File: src/rtl/flashdisk_pkg.sv
package flashdisk_pkg;

    typedef enum logic {
        GEOM_256X512  = 1'b0,
        GEOM_2048X256 = 1'b1
    } geom_e;

    typedef enum logic [1:0] {
        PORT_SECT_LO = 2'd0,
        PORT_SECT_HI = 2'd1,
        PORT_DATA    = 2'd2,
        PORT_SPARE   = 2'd3
    } port_e;

    typedef struct packed {
        logic ld_lo;
        logic ld_hi;
        logic step;
        logic dat_rd;
        logic dat_wr;
    } ctl_t;

    function automatic int byte_bits(geom_e g);
        return (g == GEOM_256X512) ? 9 : 8;
    endfunction

    function automatic int sect_bits(geom_e g);
        return (g == GEOM_256X512) ? 8 : 11;
    endfunction

endpackage

File: src/rtl/fd_port_decode.sv
module fd_port_decode
    import flashdisk_pkg::*;
(
    input  logic       clk,
    input  logic       rst,
    input  logic [1:0] host_addr,
    input  logic       host_rd,
    input  logic       host_wr,
    output ctl_t       ctl
);
    logic sel_data;
    logic acc_now;
    logic acc_q;

    assign sel_data = (host_addr == PORT_DATA);
    assign acc_now  = sel_data && (host_rd || host_wr);

    always_ff @(posedge clk) begin
        if (rst) acc_q <= 1'b0;
        else     acc_q <= acc_now;
    end

    always_comb begin
        ctl.ld_lo  = host_wr && (host_addr == PORT_SECT_LO);
        ctl.ld_hi  = host_wr && (host_addr == PORT_SECT_HI);
        ctl.dat_rd = sel_data && host_rd;
        ctl.dat_wr = sel_data && host_wr;
        ctl.step   = acc_q && !acc_now;
    end


    step_after_access_chk: assert property (@(posedge clk) disable iff (rst)
        ctl.step |-> $past(ctl.dat_rd || ctl.dat_wr));

endmodule

File: src/rtl/fd_sector_reg.sv
module fd_sector_reg #(
    parameter int SECT_W = 11,
    parameter int HOST_W = 8
) (
    input  logic              clk,
    input  logic              rst,
    input  logic              ld_lo,
    input  logic              ld_hi,
    input  logic [HOST_W-1:0] wdata,
    output logic [SECT_W-1:0] sect
);
    localparam int LO_W = (SECT_W < HOST_W) ? SECT_W : HOST_W;
    localparam int HI_W = SECT_W - LO_W;

    logic [LO_W-1:0] lo_q;

    always_ff @(posedge clk) begin
        if (rst)        lo_q <= '0;
        else if (ld_lo) lo_q <= wdata[LO_W-1:0];
    end

    generate
        if (HI_W > 0) begin : g_hi
            logic [HI_W-1:0] hi_q;
            always_ff @(posedge clk) begin
                if (rst)        hi_q <= '0;
                else if (ld_hi) hi_q <= wdata[HI_W-1:0];
            end
            assign sect = {hi_q, lo_q};


            hi_hold_chk: assert property (@(posedge clk) disable iff (rst)
                !ld_hi |=> $stable(sect[SECT_W-1:LO_W]));
        end else begin : g_nohi
            assign sect = lo_q;


            hi_ignored_chk: assert property (@(posedge clk) disable iff (rst)
                (ld_hi && !ld_lo) |=> $stable(sect));
        end
    endgenerate

endmodule

File: src/rtl/fd_offset_ctr.sv
module fd_offset_ctr #(
    parameter int BYTE_W = 8
) (
    input  logic              clk,
    input  logic              rst,
    input  logic              clr,
    input  logic              step,
    output logic [BYTE_W-1:0] off
);
    always_ff @(posedge clk) begin
        if (rst || clr) off <= '0;
        else if (step)  off <= off + 1'b1;
    end


    wrap_to_zero_chk: assert property (@(posedge clk) disable iff (rst)
        (step && !clr && (off == {BYTE_W{1'b1}})) |=> (off == '0));


    clear_wins_chk: assert property (@(posedge clk) disable iff (rst)
        clr |=> (off == '0));

endmodule

File: src/rtl/flashdisk_addrgen.sv
module flashdisk_addrgen
    import flashdisk_pkg::*;
#(
    parameter geom_e GEOM   = GEOM_2048X256,
    parameter int    HOST_W = 8,
    parameter int    BYTE_W = byte_bits(GEOM),
    parameter int    SECT_W = sect_bits(GEOM),
    parameter int    ADDR_W = SECT_W + BYTE_W
) (
    input  logic              clk,
    input  logic              rst,
    input  logic [1:0]        host_addr,
    input  logic [HOST_W-1:0] host_wdata,
    input  logic              host_rd,
    input  logic              host_wr,
    output logic [ADDR_W-1:0] flash_addr,
    output logic              flash_ce,
    output logic              flash_oe,
    output logic              flash_we
);
    ctl_t              ctl;
    logic [SECT_W-1:0] sect;
    logic [BYTE_W-1:0] off;
    logic              rst_q;

    fd_port_decode u_decode (
        .clk       (clk),
        .rst       (rst),
        .host_addr (host_addr),
        .host_rd   (host_rd),
        .host_wr   (host_wr),
        .ctl       (ctl)
    );

    fd_sector_reg #(.SECT_W(SECT_W), .HOST_W(HOST_W)) u_sector (
        .clk   (clk),
        .rst   (rst),
        .ld_lo (ctl.ld_lo),
        .ld_hi (ctl.ld_hi),
        .wdata (host_wdata),
        .sect  (sect)
    );

    fd_offset_ctr #(.BYTE_W(BYTE_W)) u_offset (
        .clk  (clk),
        .rst  (rst),
        .clr  (ctl.ld_lo),
        .step (ctl.step),
        .off  (off)
    );

    assign flash_addr = {sect, off};
    assign flash_oe   = ctl.dat_rd;
    assign flash_we   = ctl.dat_wr;
    assign flash_ce   = ctl.dat_rd || ctl.dat_wr;

    always_ff @(posedge clk) rst_q <= rst;


    always @(posedge clk) begin
        if (rst_q === 1'b1) begin
            reset_clear_chk: assert (flash_addr == '0);
        end
    end


    addr_steady_chk: assert property (@(posedge clk) disable iff (rst)
        (flash_ce && $past(flash_ce)) |-> $stable(flash_addr));


    lo_clears_chk: assert property (@(posedge clk) disable iff (rst)
        (host_wr && host_addr == PORT_SECT_LO) |=> (flash_addr[BYTE_W-1:0] == '0));


    no_carry_chk: assert property (@(posedge clk) disable iff (rst)
        !(host_wr && (host_addr == PORT_SECT_LO || host_addr == PORT_SECT_HI))
        |=> $stable(flash_addr[ADDR_W-1:BYTE_W]));


    strobe_excl_chk: assert property (@(posedge clk) disable iff (rst)
        $onehot0({flash_oe, flash_we}));


    no_strobe_off_port_chk: assert property (@(posedge clk) disable iff (rst)
        (host_addr != PORT_DATA) |-> !flash_ce);

endmodule

File: config.mk
export PLATFORM = sky130hd
export DESIGN_NAME = flashdisk_addrgen
export DESIGN_NICKNAME = d
export VERILOG_FILES = /design/src/rtl/flashdisk_pkg.sv /design/src/rtl/fd_port_decode.sv /design/src/rtl/fd_sector_reg.sv /design/src/rtl/fd_offset_ctr.sv /design/src/rtl/flashdisk_addrgen.sv
export SDC_FILE = /design/constraint.sdc
export NUM_CORES = 1
export LEC_CHECK = 0
export ABC_AREA = 1
export CAP_MARGIN = 20
export CORE_MARGIN = 4
export CORE_UTILIZATION = 45
export CTS_CLUSTER_SIZE = 24
export DETAILED_ROUTE_END_ITERATION = 10
export GPL_TIMING_DRIVEN = 0
export PLACE_DENSITY = 0.88
export SLEW_MARGIN = 30
export SYNTH_ARGS = -nofsm -noshare
export SYNTH_HDL_FRONTEND = slang
export SYNTH_SLANG_ARGS = --single-unit
File: constraint.sdc
create_clock -name clk -period 2.8 [get_ports clk]
set_input_delay 0.56 -clock clk [delete_from_list [all_inputs] [get_ports clk]]
set_output_delay 0.56 -clock clk [all_outputs]
set_load 0.03 [all_outputs]
* After elaboration in Yosys (flattened, before gate mapping)
Cells that the tools add are included.
Storage, ports and cells: register bits 20, memories 0, bits in writable memories 0, logic and storage cells 18, ROM bits 0, input port bits 14, latch bits 0, output and inout bits 22
Operators by class: divide/modulo/power cells 0, mux-type cells 0, bitwise gates (word level) 0, equality and inequality tests 2, add/sub/neg operators 1, magnitude comparators 0, shift-type cells 0, $mul 0, reduce and logical (&&, ||, !) cells 11
Operators with widths (count):
- $add A8 B1 Y8 const B | 1
- $logic_and A1 B1 Y1 | 6
- $logic_or A1 B1 Y1 | 3
- $eq A2 B1 Y1 const B | 1
- $eq A2 B2 Y1 const B | 1
- $logic_not A2 Y1 | 1
- $logic_not A1 Y1 | 1

* Logic depth before layout (Yosys ltp)
Gate-level depths: netlist of the first run.
depth after elaboration 4, mapped depth 8

* Modules after synthesis
From an unflattened synthesis of the first run, not the netlist that was laid out.
Second synthesis, totals: cell total of the unflattened synthesis 138, area, all modules 935.9 µm²
By module, submodules not included:
- fd_sector_reg | cells an instance 67, times used 1, seq. area each 220.2 µm², area an instance 460.4 µm²
- fd_offset_ctr | cells an instance 50, times used 1, seq. area each 160.2 µm², area an instance 377.9 µm²
- fd_port_decode | cells an instance 18, times used 1, seq. area each 20.0 µm², area an instance 86.3 µm²
- flashdisk_addrgen | cells an instance 3, times used 1, seq. area each 0.0 µm², area an instance 11.3 µm²

* Least setup slack after synthesis of the first run
Ideal clock, no wire load.
kind input port to output port, start input host_addr[0], end output flash_oe, buffers on the path 0, arrival time 1.086 ns, stages on the path 3, setup slack 1.154 ns, cells stage by stage inv_1 -> nand2_2 -> nor2_1
On the way: longest elaborated chain between the ends 2
RTL lines:
- from (decl) | line flashdisk_addrgen.sv:12 | input logic [1:0] host_addr,
- $eq A2 B2 Y1 | line fd_port_decode.sv:15 | assign sel_data = (host_addr == PORT_DATA);
- $logic_and A1 B1 Y1 | line fd_port_decode.sv:26 | ctl.dat_rd = sel_data && host_rd;
- to (decl) | line flashdisk_addrgen.sv:18 | output logic flash_oe,
Every way passes these cells.

* Worst setup path after layout of the first run
start input host_addr[0], end output flash_ce
On the way: longest elaborated chain between the ends 3, elaborated cells between the ends (all ways) 4, those cells by class eq/ne (1); reduce/logical (3)
RTL lines:
- $eq A2 B2 Y1 (*) | line fd_port_decode.sv:15
- $logic_and A1 B1 Y1, on equally long branches | line fd_port_decode.sv:26, fd_port_decode.sv:27
- $logic_or A1 B1 Y1 (*) | line flashdisk_addrgen.sv:55 | assign flash_ce = ctl.dat_rd || ctl.dat_wr;
- to (decl) | line flashdisk_addrgen.sv:17 | output logic flash_ce,
Every way passes the cells marked *; elsewhere a longest branch is shown, timed or not.

==> results.py, run 1 <==
metrics = {
    "synthesis": {
        "synth.distinct_cells": 19,
        "ys_warn_count": 0,
        "netlist_area_um2": 901,
        "syn-num-nets": 139,
        "syn-instance-count": 124,
        "synth-seq-cells": 20,
        "synth.avg_cell_area_um2": 7.27,
        "ys_seq_area_frac": 0.444,
    },
    "cts": {
        "clkSinkCount": 20,
        "clockBufferDepth": 2,
        "cts_resized": 0,
        "cts_tree": "done",
        "ctsRootBufferMaster": "clkbuf_4",
        "cts_made_buffers": 3,
        "cts_htree_levels": 1,
        "cts_setup_buffers": 0,
        "cts_hold_buf": 0,
        "clock_latency_ps": 300,
        "path_clk_slew_ps": 110,
    },
    "worst_setup_path": {
        "rrSetupSlack_ps": 1580,
        "rr_startpoint": "u_offset.off[0]$_SDFFE_PP0P_",
        "crit_type": "primary input to output pin",
        "crit-reg2reg-capture": "u_offset.off[6]$_SDFFE_PP0P_",
        "cp-endpoint": "flash_ce",
        "startpoint": "host_addr[0]",
        "cp.required_ps": 2240,
        "cp.arrival_ps": 2120,
        "ff2ff_path_depth": 6,
        "critPathLaunchType": "primary input",
        "endpoint_kind": "output pin",
        "cp_max_fo": 4,
    },
    "detailed_routing": {
        "num_vias": 912,
        "dr.pass1.iters": 5,
        "ant_nets": 0,
        "routed_wl_um": 2170,
        "vias_per_cell": 4.85,
        "wire_per_inst_um": 11.5,
        "drt_first_iter_violations": 17,
        "drc": 0,
    },
    "worst_hold_path": {
        "hold_path.class": "register to register",
    },
    "power_and_ir_drop": {
        "p_leak_nw": 0.564,
        "power_density_nw_per_um2": 477,
        "vdd.ir_drop.worst_v": 0.000537,
    },
    "sta": {
        "grt_setup_unrepaired": "false",
        "worstMarginPinSlew_ps": 374,
        "fin_crit_sh": 0.957,
        "max_freq_mhz": 373,
        "setup_tns_ps": 0,
        "fin_crit_ps": 2680,
        "hold_viol_final": 0,
        "finalMaxSlewViolations": 0,
        "finClkSkew_ps": 13.9,
        "setup_viol": 0,
        "maxSlewHeadroom": 0.750,
    },
    "global_routing": {
        "antenna_found_initial": 0,
        "grt_max_degree": 13,
        "grt_pass1_vias": 911,
        "grt_pass1_wl_um": 3700,
        "grt-ovfl-total": 0,
        "grt_usage": 0.179,
    },
    "final_layout": {
        "fill_cells": 139,
        "most-common-layout-cells": "clkdlybuf4s50_1 (35), nor2_1 (31), dfxtp_1 (20)",
        "final_net_count": 179,
        "final_layout_size_suffix_gt1_frac": 0.0798,
        "final_common_cell": "clkdlybuf4s50_1",
        "seq_area_um2": 400,
        "insertedDiodeCount": 0,
        "final_core_util": 0.741,
        "multi_input_area_um2": 433,
        "syn_to_final_growth_pct": 48.2,
    },
    "die": {
        "die_h_um": 52.7,
        "start_util": 0.500,
        "fp.coreArea_um2": 1800,
        "core.rowCount": 15,
        "die_x_um": 52.7,
        "top_level_ports": 36,
        "die_area_um2": 2780,
    },
    "placement": {
        "portBuffers": 35,
        "dp_hpwl_um": 1670,
        "gp_congestion": 0.775,
    },
    "job": {
        "max-cap-violations": 0,
    },
    "run_status": {
        "status": "finished clean",
    },
}
## layer usage
layer	track usage	wire [um]	vias to the layer above
li1	-	-	472
met1	0.179	935	411
met2	0.335	1080	27
met3	0.0598	131	2
met4	0.0681	17	0
met5	0	0	-
## synth_stat cells (all sizes together)
cell | number | area share
nor2 | 35 | 0.18
dfxtp | 20 | 0.44
nand2 | 18 | 0.089
inv | 17 | 0.071
o21ai | 14 | 0.078
a21oi | 8 | 0.044
nand3 | 6 | 0.033
xor2 | 2 | 0.019
clkbuf | 1 | 0.0042
ha | 1 | 0.014
nand4 | 1 | 0.0069
nor3 | 1 | 0.018
## stage by stage
step / total power, mW / instances / worst slack, ps / hold slack, ps / area, um^2
after floorplan: 0.359 / 124 / 1150 / 528 / 901
after global placement: 0.407 / 184 / 143 / 433 / 1280
after detailed placement: 0.409 / 184 / 121 / 437 / 1280
after CTS: 0.643 / 188 / 115 / 453 / 1340
after global routing: 0.662 / 188 / 86.0 / 488 / 1340
final: 0.637 / 188 / 120 / 448 / 1340
## sequential cells by signal (all words and copies together) (netlist names)
signal	count
u_decode.acc_q	1
u_sector.lo_q	8
u_offset.off	8
u_sector.g_hi.hi_q	3
## cell families (layout without fill, tap and decap cells)
family,after synthesis,count (layout),share of synthesized area
xor+xnor,2,2,0.0194
fa+ha+maj,1,1,0.0139
flops,20,20,0.444
buf+inv,18,57,0.0750
simple gates,61,61,0.325
compound gates,22,22,0.122
## worst max-delay path, cell delays in order
cell and delay (ps):
clkdlybuf4s50_1 500, inv_1 120, nand2_2 80, nor2_4 160, clkdlybuf4s50_1 700
## layout make-up
type | instances | area share
multi-input combinational | 86 | 0.324
sequential | 20 | 0.300
timing repair buffer | 35 | 0.262
inverter | 17 | 0.0478
tap | 25 | 0.0234
clock inverter | 1 | 0.0225
clock buffer | 3 | 0.0169
buffer | 1 | 0.00281
## report_power, final
group | internal, mW | switching, mW
clock | 0.145 | 0.0903
sequential | 0.294 | 0.00593
combinational | 0.0455 | 0.0567
## worst min-delay path by stage
| stage | from | to | slack, ps | depth (start not counted) |
|---|---|---|---|---|
| final | u_sector.g_hi.hi_q[2]$_SDFFE_PP0P_ | u_sector.g_hi.hi_q[2]$_SDFFE_PP0P_ | 450 | 2 |
| after CTS | u_sector.g_hi.hi_q[2]$_SDFFE_PP0P_ | u_sector.g_hi.hi_q[2]$_SDFFE_PP0P_ | 450 | 2 |
| after global routing | u_sector.g_hi.hi_q[2]$_SDFFE_PP0P_ | u_sector.g_hi.hi_q[2]$_SDFFE_PP0P_ | 490 | 2 |
| after detailed placement | u_sector.g_hi.hi_q[2]$_SDFFE_PP0P_ | u_sector.g_hi.hi_q[2]$_SDFFE_PP0P_ | 440 | 2 |
| after global placement | u_sector.g_hi.hi_q[2]$_SDFFE_PP0P_ | u_sector.g_hi.hi_q[2]$_SDFFE_PP0P_ | 430 | 2 |
| after floorplan | u_decode.acc_q$_SDFF_PP0_ | u_offset.off[6]$_SDFFE_PP0P_ | 530 | 2 |
Note: power is estimated with default switching activity, not from simulation.
==> run 2: changes to the inputs <==
Settings changed: SKIP_LAST_GASP set to 1.
Clock period 2.8 ns to 3.11 ns, I/O delays scaled along.
==> results of run 2 <==
Same layout as run 1 (identical final DEF). Status: finished clean.
Main changes from that run: setup slack after placement 121 ps -> 307 ps; setup slack after layout 120 ps -> 306 ps; register-to-register setup slack 1580 ps -> 1890 ps; total power 0.637 mW -> 0.574 mW; worst IR drop on VDD 0.000537 V -> 0.000483 V
==> run 3: changes to the inputs <==
==> constraint.sdc (replaced) <==
create_clock -name clk -period 3.11 [get_ports clk]
set_input_delay 0.311 -clock clk [delete_from_list [all_inputs] [get_ports clk]]
set_output_delay 0.311 -clock clk [all_outputs]
set_load 0.03 [all_outputs]
==> results of run 3 <==
Same layout as run 1 (identical final DEF). Status: finished clean.
Main changes from that run: setup slack after placement 121 ps -> 929 ps; setup slack after layout 120 ps -> 928 ps; register-to-register setup slack 1580 ps -> 1890 ps; total power 0.637 mW -> 0.574 mW; worst IR drop on VDD 0.000537 V -> 0.000483 V
